**config.mk**
```make
export PLATFORM = sky130hd
export DESIGN_NAME = psk8_rot_mapper
export DESIGN_NICKNAME = d
export VERILOG_FILES = /design/src/rtl/psk8_pkg.sv /design/src/rtl/psk8_bit_gather.sv /design/src/rtl/psk8_gray_base.sv /design/src/rtl/psk8_rot_accum.sv /design/src/rtl/psk8_rot_mapper.sv
export SDC_FILE = /design/constraint.sdc
export NUM_CORES = 1
export LEC_CHECK = 0
export BUFFER_PORTS_ARGS = -buffer_cell sky130_fd_sc_hd__buf_4
export CORE_AREA = 2 2 39 41
export DETAILED_ROUTE_END_ITERATION = 10
export DIE_AREA = 0 0 41 43
export PLACE_DENSITY = 0.69
export SETUP_SLACK_MARGIN = 0.15
export SYNTH_ARGS = -nofsm -noshare
export SYNTH_HDL_FRONTEND = slang
export SYNTH_SLANG_ARGS = --single-unit
```
**constraint.sdc**
```tcl
create_clock -name clk_i -period 5.7 [get_ports clk_i]
set_input_delay 0.285 -clock clk_i [delete_from_list [all_inputs] [get_ports clk_i]]
set_output_delay 0.285 -clock clk_i [all_outputs]
set_load 0.02 [all_outputs]
```
**src/rtl/psk8_pkg.sv**
```systemverilog
package psk8_pkg;
  localparam int unsigned SYM_W_DEF    = 3;
  localparam int unsigned ROT_STEP_DEF = 3;
endpackage

```
**src/rtl/psk8_bit_gather.sv**
```systemverilog
module psk8_bit_gather #(
  parameter int unsigned SYM_W = 3
) (
  input  logic             clk_i,
  input  logic             rst_ni,
  input  logic             clr_i,
  input  logic             bit_i,
  input  logic             bit_vld_i,
  output logic [SYM_W-1:0] sym_o,
  output logic             done_o
);
  localparam int unsigned CNT_W = (SYM_W > 2) ? $clog2(SYM_W) : 1;
  localparam logic [CNT_W-1:0] LAST = CNT_W'(SYM_W - 1);

  logic [CNT_W-1:0] cnt_q;
  logic [SYM_W-2:0] sr_q;
  logic             take;

  assign take   = bit_vld_i && !clr_i;
  assign done_o = take && (cnt_q == LAST);
  assign sym_o  = {sr_q, bit_i};

  always_ff @(posedge clk_i or negedge rst_ni) begin
    if (!rst_ni) begin
      cnt_q <= '0;
      sr_q  <= '0;
    end else if (clr_i) begin
      cnt_q <= '0;
      sr_q  <= '0;
    end else if (take) begin
      cnt_q <= (cnt_q == LAST) ? '0 : cnt_q + 1'b1;
      sr_q  <= {sr_q[SYM_W-3:0], bit_i};
    end
  end


  cnt_range_chk: assert property (@(posedge clk_i) disable iff (!rst_ni)
    cnt_q <= LAST);
endmodule

```
**src/rtl/psk8_gray_base.sv**
```systemverilog
module psk8_gray_base #(
  parameter int unsigned SYM_W = 3
) (
  input  logic [SYM_W-1:0] sym_i,
  output logic [SYM_W:0]   base_o
);
  logic [SYM_W-1:0] bin;

  // Gray decode: each binary bit is the XOR of all Gray bits at and above it
  for (genvar i = 0; i < SYM_W; i++) begin : g_dec
    assign bin[i] = ^sym_i[SYM_W-1:i];
  end

  assign base_o = {bin, 1'b0};
endmodule

```
**src/rtl/psk8_rot_accum.sv**
```systemverilog
module psk8_rot_accum #(
  parameter int unsigned PH_W     = 4,
  parameter int unsigned ROT_STEP = 3
) (
  input  logic            clk_i,
  input  logic            rst_ni,
  input  logic            clr_i,
  input  logic            adv_i,
  output logic [PH_W-1:0] rot_o
);
  localparam logic [PH_W-1:0] STEP = PH_W'(ROT_STEP);

  logic [PH_W-1:0] rot_q;

  always_ff @(posedge clk_i or negedge rst_ni) begin
    if (!rst_ni)     rot_q <= '0;
    else if (clr_i)  rot_q <= '0;
    else if (adv_i)  rot_q <= rot_q + STEP;
  end

  assign rot_o = rot_q;


  rot_hold_chk: assert property (@(posedge clk_i) disable iff (!rst_ni)
    (!adv_i && !clr_i) |=> $stable(rot_q));
endmodule

```
**src/rtl/psk8_rot_mapper.sv**
```systemverilog
module psk8_rot_mapper
  import psk8_pkg::*;
#(
  parameter int unsigned SYM_W    = SYM_W_DEF,
  parameter int unsigned ROT_STEP = ROT_STEP_DEF
) (
  input  logic clk_i,
  input  logic rst_ni,
  input  logic clr_i,
  input  logic bit_i,
  input  logic bit_vld_i,
  output logic [SYM_W:0] phase_o,
  output logic sym_vld_o
);
  localparam int unsigned PH_W = SYM_W + 1;

  logic [SYM_W-1:0] sym;
  logic             done;
  logic [PH_W-1:0]  base;
  logic [PH_W-1:0]  rot;
  logic [PH_W-1:0]  phase_q;
  logic             vld_q;

  psk8_bit_gather #(.SYM_W(SYM_W)) i_gather (
    .clk_i     (clk_i),
    .rst_ni    (rst_ni),
    .clr_i     (clr_i),
    .bit_i     (bit_i),
    .bit_vld_i (bit_vld_i),
    .sym_o     (sym),
    .done_o    (done)
  );

  psk8_gray_base #(.SYM_W(SYM_W)) i_base (
    .sym_i  (sym),
    .base_o (base)
  );

  psk8_rot_accum #(.PH_W(PH_W), .ROT_STEP(ROT_STEP)) i_rot (
    .clk_i  (clk_i),
    .rst_ni (rst_ni),
    .clr_i  (clr_i),
    .adv_i  (done),
    .rot_o  (rot)
  );

  always_ff @(posedge clk_i or negedge rst_ni) begin
    if (!rst_ni) begin
      phase_q <= '0;
      vld_q   <= 1'b0;
    end else begin
      vld_q <= done;
      if (done) phase_q <= base + rot;  // wraps mod 2**PH_W
    end
  end

  assign phase_o   = phase_q;
  assign sym_vld_o = vld_q;


  vld_pulse_chk: assert property (@(posedge clk_i) disable iff (!rst_ni)
    sym_vld_o |=> !sym_vld_o);


  phase_hold_chk: assert property (@(posedge clk_i) disable iff (!rst_ni)
    !sym_vld_o |-> $stable(phase_o) || $past(!rst_ni));


  clr_quiet_chk: assert property (@(posedge clk_i) disable iff (!rst_ni)
    clr_i |=> !sym_vld_o);
endmodule

```
## Word level (Yosys, flattened, before mapping)

Cells that the tools add are included.

- Equality and inequality tests: 1
- Reductions and logical operators: 7
- Add/subtract/negate cells: 3
- Muxes and demuxes: 7

Operators with widths:

| kind | number |
|---|---|
| $mux 2 | 5 |
| $mux 4 | 2 |
| $add 4x2->4 const B | 1 |
| $add 4x4->4 | 1 |
| $reduce_bool 2->1 | 2 |
| $reduce_xor 3->1 | 1 |
| $add 2x1->2 const B | 1 |
| $eq 2x2->1 const B | 1 |
| $logic_and 1x1->1 | 2 |
| $reduce_xor 2->1 | 1 |
| $logic_not 1->1 | 1 |

- Output and inout bits: 5
- Register bits: 13

## Depth between registers and ports, before layout

- Depth in word-level cells: 5
- Gate-level depth with buffers: 8
- Depth with buffers taken out: 8

## By module

From an unflattened synthesis, not the netlist that was laid out.

- Cells, all modules: 61
- Area total of the unflattened synthesis: 696.9 um^2

Modules (own cells, without submodules):

| module | cells each | sequential area each (um^2) | area each (um^2) | times used |
|---|---|---|---|---|
| psk8_rot_mapper | 21 | 125.1 | 264.0 | 1 |
| psk8_bit_gather | 18 | 100.1 | 193.9 | 1 |
| psk8_rot_accum | 17 | 100.1 | 187.7 | 1 |
| psk8_gray_base | 5 | 0.0 | 51.3 | 1 |

## Least setup slack after synthesis

No wires, ideal clock.

- Path type: reg-to-reg
- Start point: register i_gather.sr_q[0]
- End point: register phase_q[3] (netlist: phase_o[3])
- Setup slack: 3.851 ns
- Cell stages (with the launch flop): 9
- Period minus slack after synthesis: 1.849 ns
- Required time: 5.572 ns
- Data arrival time: 1.721 ns
- Path through: dfrtp_1 > xnor2_1 > xnor2_1 > ha_1 > inv_1 > fa_1 > xnor2_1 > xnor2_1 > o21ai_0

- Longest elaborated chain between the ends: 2

RTL lines:

| element | line | text |
|---|---|---|
| start: declaration | psk8_bit_gather.sv:16 | `logic [SYM_W-2:0] sr_q;` |
| start signal: assignment | psk8_bit_gather.sv:32 | `sr_q <= {sr_q[SYM_W-3:0], bit_i};` |
| $reduce_xor 3->1 or $reduce_xor 2->1 (tied branches) | psk8_gray_base.sv:11 | `assign bin[i] = ^sym_i[SYM_W-1:i];` |
| $add 4x4->4 (*) | psk8_rot_mapper.sv:53 | `if (done) phase_q <= base + rot;` |
| end signal: assignment | psk8_rot_mapper.sv:53 |  |
| end: declaration | psk8_rot_mapper.sv:21 | `logic [PH_W-1:0] phase_q;` |

Every way passes the cells marked *; elsewhere a longest branch is shown, timed or not.
A chain may end at the register's enable or synchronous reset.

## Worst setup path after layout

Same ends and word-level chain as after synthesis.

==> impl_metrics.py <==
metrics = {
    "clock_network": {
        "clock_path_buffers": 2,
        "clkTransAtPathRegs_ns": 0.08,
        "numCtsBuffers": 3,
        "cts.sinks": 13,
        "cts_max_level": 1,
        "insertion_delay_ns": 0.28,
        "cts_tree": "done",
        "root_buffer": "clkbuf_4",
    },
    "sta": {
        "fin_skew_ns": 0.00417,
        "setup_violations": 0,
        "slew_headroom_pct": 79.5,
        "tns_ns": 0,
        "finalHoldViolations": 0,
        "rsz0062_at_grt": "false",
        "worst_pin_slew_ns": 0.305,
        "period_share_pct": 34.8,
        "period_needed_ns": 1.99,
        "fmax_mhz": 504,
        "final_max_slew_viol_count": 0,
    },
    "status": {
        "run_status": "completed",
    },
    "critical_path": {
        "r2r_slack_ns": 3.71,
        "crit_slowest_cell": "dfrtp_1",
        "critPathTopFamily": "XOR/XNOR gates",
        "crit_end": "phase_o[3]",
        "cpPeakStageDelay_ns": 0.41,
        "path_buf_inv": 1,
        "required_ns": 5.86,
        "cp.depth": 8,
        "rr_startpoint": "i_gather.sr_q[0]",
        "critPathMostFrequentCell": "xnor2_1",
        "rr_endpoint": "phase_o[3]",
        "cp-start-kind": "flop",
        "crit_path_cell_trace": "xnor2_1, xnor2_1, ha_1, inv_1, fa_1, xnor2_1, xnor2_1, o21ai_0",
        "worstSetupPathType": "flop to flop",
        "cp_max_fo": 3,
        "rr_worst_depth": 8,
        "arrival_ns": 2.15,
        "end_kind": "flop",
        "crit_start": "i_gather.sr_q[0]",
    },
    "grt": {
        "grt_use_total_pct": 16.0,
        "met2_usage_pct": 22.8,
        "grt_max_degree": 14,
        "grt.busiest_layer": "met2",
        "grt.overflow.total": 0,
        "grt_pass1_wl_um": 1740,
        "antenna_found_initial": 0,
        "use_met3_pct": 3.14,
        "grt_pass1_vias": 399,
        "use_met1_pct": 19.2,
    },
    "detailed_routing": {
        "ant_nets": 0,
        "drc": 0,
        "initialDrtViolationCount": 3,
        "wire_per_inst_um": 12.6,
        "dr.pass1.iters": 2,
        "via_count": 429,
        "wl_um": 1080,
        "drt-vias-per-instance": 4.99,
    },
    "yosys": {
        "ys_warn_count": 0,
        "synth_cells": 59,
        "netlist.area_leader.share_pct": 50.8,
        "ys_types": 21,
        "ys_seq_area_share_pct": 50.8,
        "synth.ff_latch_count": 13,
        "synth-edff-count": 0,
        "synth_top_cell_by_area": "dfrtp_1",
        "synthFlopType": "dfrtp_1",
        "syn_area_per_cell_um2": 10.9,
        "async_flop_share_pct": 100,
        "synth_area_um2": 641,
        "syn_nets": 67,
        "synth_area_leaders": "dfrtp_1 51%, xnor2_1 5.5%, mux2i_1 4.7%, o21ai_0 4.7%, nand4bb_4 4.3%",
    },
    "place": {
        "post-place-cells": 81,
        "finalWeightedCongestion": 0.701,
        "port-buffer-count": 9,
    },
    "die": {
        "io_pins": 10,
        "die_h_um": 43,
        "start_util_pct": 46.3,
        "die-area_mm2": 0.00176,
        "design.core.area_mm2": 0.00138,
        "die_w_um": 41,
        "rows": 14,
    },
    "min_path": {
        "min_path_type": "primary input to flop",
    },
    "finish": {
        "final_common_cell": "dfrtp_1",
        "area_growth_pct": 16.0,
        "mostFrequentLayoutCells": "13 x dfrtp_1, 9 x buf_4, 6 x nand2_1, 6 x o21ai_0, 5 x nor2_1",
        "diodes": 0,
        "finalNonFillerCells": 86,
        "fin_nets": 79,
        "drive_above_1_share_pct": 21.4,
    },
    "power": {
        "power.leakage_nw": 0.342,
        "powerDensity_mw_per_mm2": 255,
        "ir_worst_vdd_v": 0.000140,
    },
    "run": {
        "cap_violations": 0,
    },
}
-- repair_timing --
item | in CTS | in global routing
gates resized for setup | 0 | 0
hold buffers | 1 | 0
setup buffers | 0 | 0
hold endpoints to repair | 13 | 0
-- cell usage after synthesis (2+ instances only) --
master / n
buf_2: 2
o21ai_0: 6
dfrtp_1: 13
nor2_1: 5
mux2i_1: 3
a21oi_1: 2
ha_1: 2
nand2_1: 6
or3_1: 2
inv_1: 4
xnor2_1: 4
-- how the worst min path moves through the flow --
stage	startpoint	to	slack, ns	cells after the start
finish	clr_i	i_gather.cnt_q[1]	0.23	2
floorplan	rst_ni	i_gather.cnt_q[0]	-0.01	0
global placement	rst_ni	phase_o[3]	0.14	1
global route	clr_i	i_gather.cnt_q[1]	0.23	2
detailed placement	rst_ni	phase_o[3]	0.14	1
CTS	clr_i	i_gather.cnt_q[1]	0.23	2
-- routing by layer --
| layer | share of wire [%] | wire (um) |
|---|---|---|
| met1 | 45 | 493 |
| met2 | 48 | 515 |
| met3 | 3.9 | 42 |
| met4 | 3.0 | 33 |
| met5 | 0 | 0 |
-- where the power goes --
group	switching, mW	internal, mW	leakage (nW)	total, mW
sequential	0.00407	0.0981	0.178	0.102
combinational	0.0158	0.0140	0.149	0.0298
clock	0.0301	0.0272	0.0150	0.0573
total	0.0500	0.139	0.342	0.189
-- flip-flops by register name, summed over array words and instances (netlist names) --
| signal | flops |
|---|---|
| i_gather.cnt_q | 2 |
| i_gather.sr_q | 2 |
| i_rot.rot_o | 4 |
| phase_o | 4 |
| sym_vld_o | 1 |
-- logic make-up (layout without fill, tap and decap cells) --
family	Yosys count	in the layout	share of synthesized area, %
compound gates	10	10	8.20
xor+xnor	4	4	5.47
fa+ha+maj	3	3	7.03
buf+inv	8	19	6.25
flops	13	13	50.8
mux	4	4	6.45
simple gates	17	17	15.8
-- worst reg2reg max path, cell delays in order, from the launching register on --
cell and delay, ns:
dfrtp_1 0.41, xnor2_1 0.30, xnor2_1 0.16, ha_1 0.16, inv_1 0.05, fa_1 0.37, xnor2_1 0.19, xnor2_1 0.14
o21ai_0 0.09
-- metrics by stage --
stage          cell area, um2  power [mW]  util (%)  hold WS (ns)  worst slack [ns]
2_1_floorplan             641       0.122         -       -0.0106              3.85
3_3_place_gp              707       0.133      51.1         0.139              3.78
3_5_place_dp              707       0.134      51.1         0.141              3.70
4_1_cts                   743       0.192      53.7         0.226              3.68
5_1_grt                   743       0.200      53.7         0.230              3.60
6_report                  743       0.189      53.7         0.231              3.71
-- layout make-up --
type                    count  area, um2
multi-input cells          38        275
inverters                   5       18.8
fillers                   135        641
clock buffers               4       26.3
repair buffers             10       77.6
flip-flops and latches     13        325
well taps                  16       20.0
(Power assumes the default switching activity.)
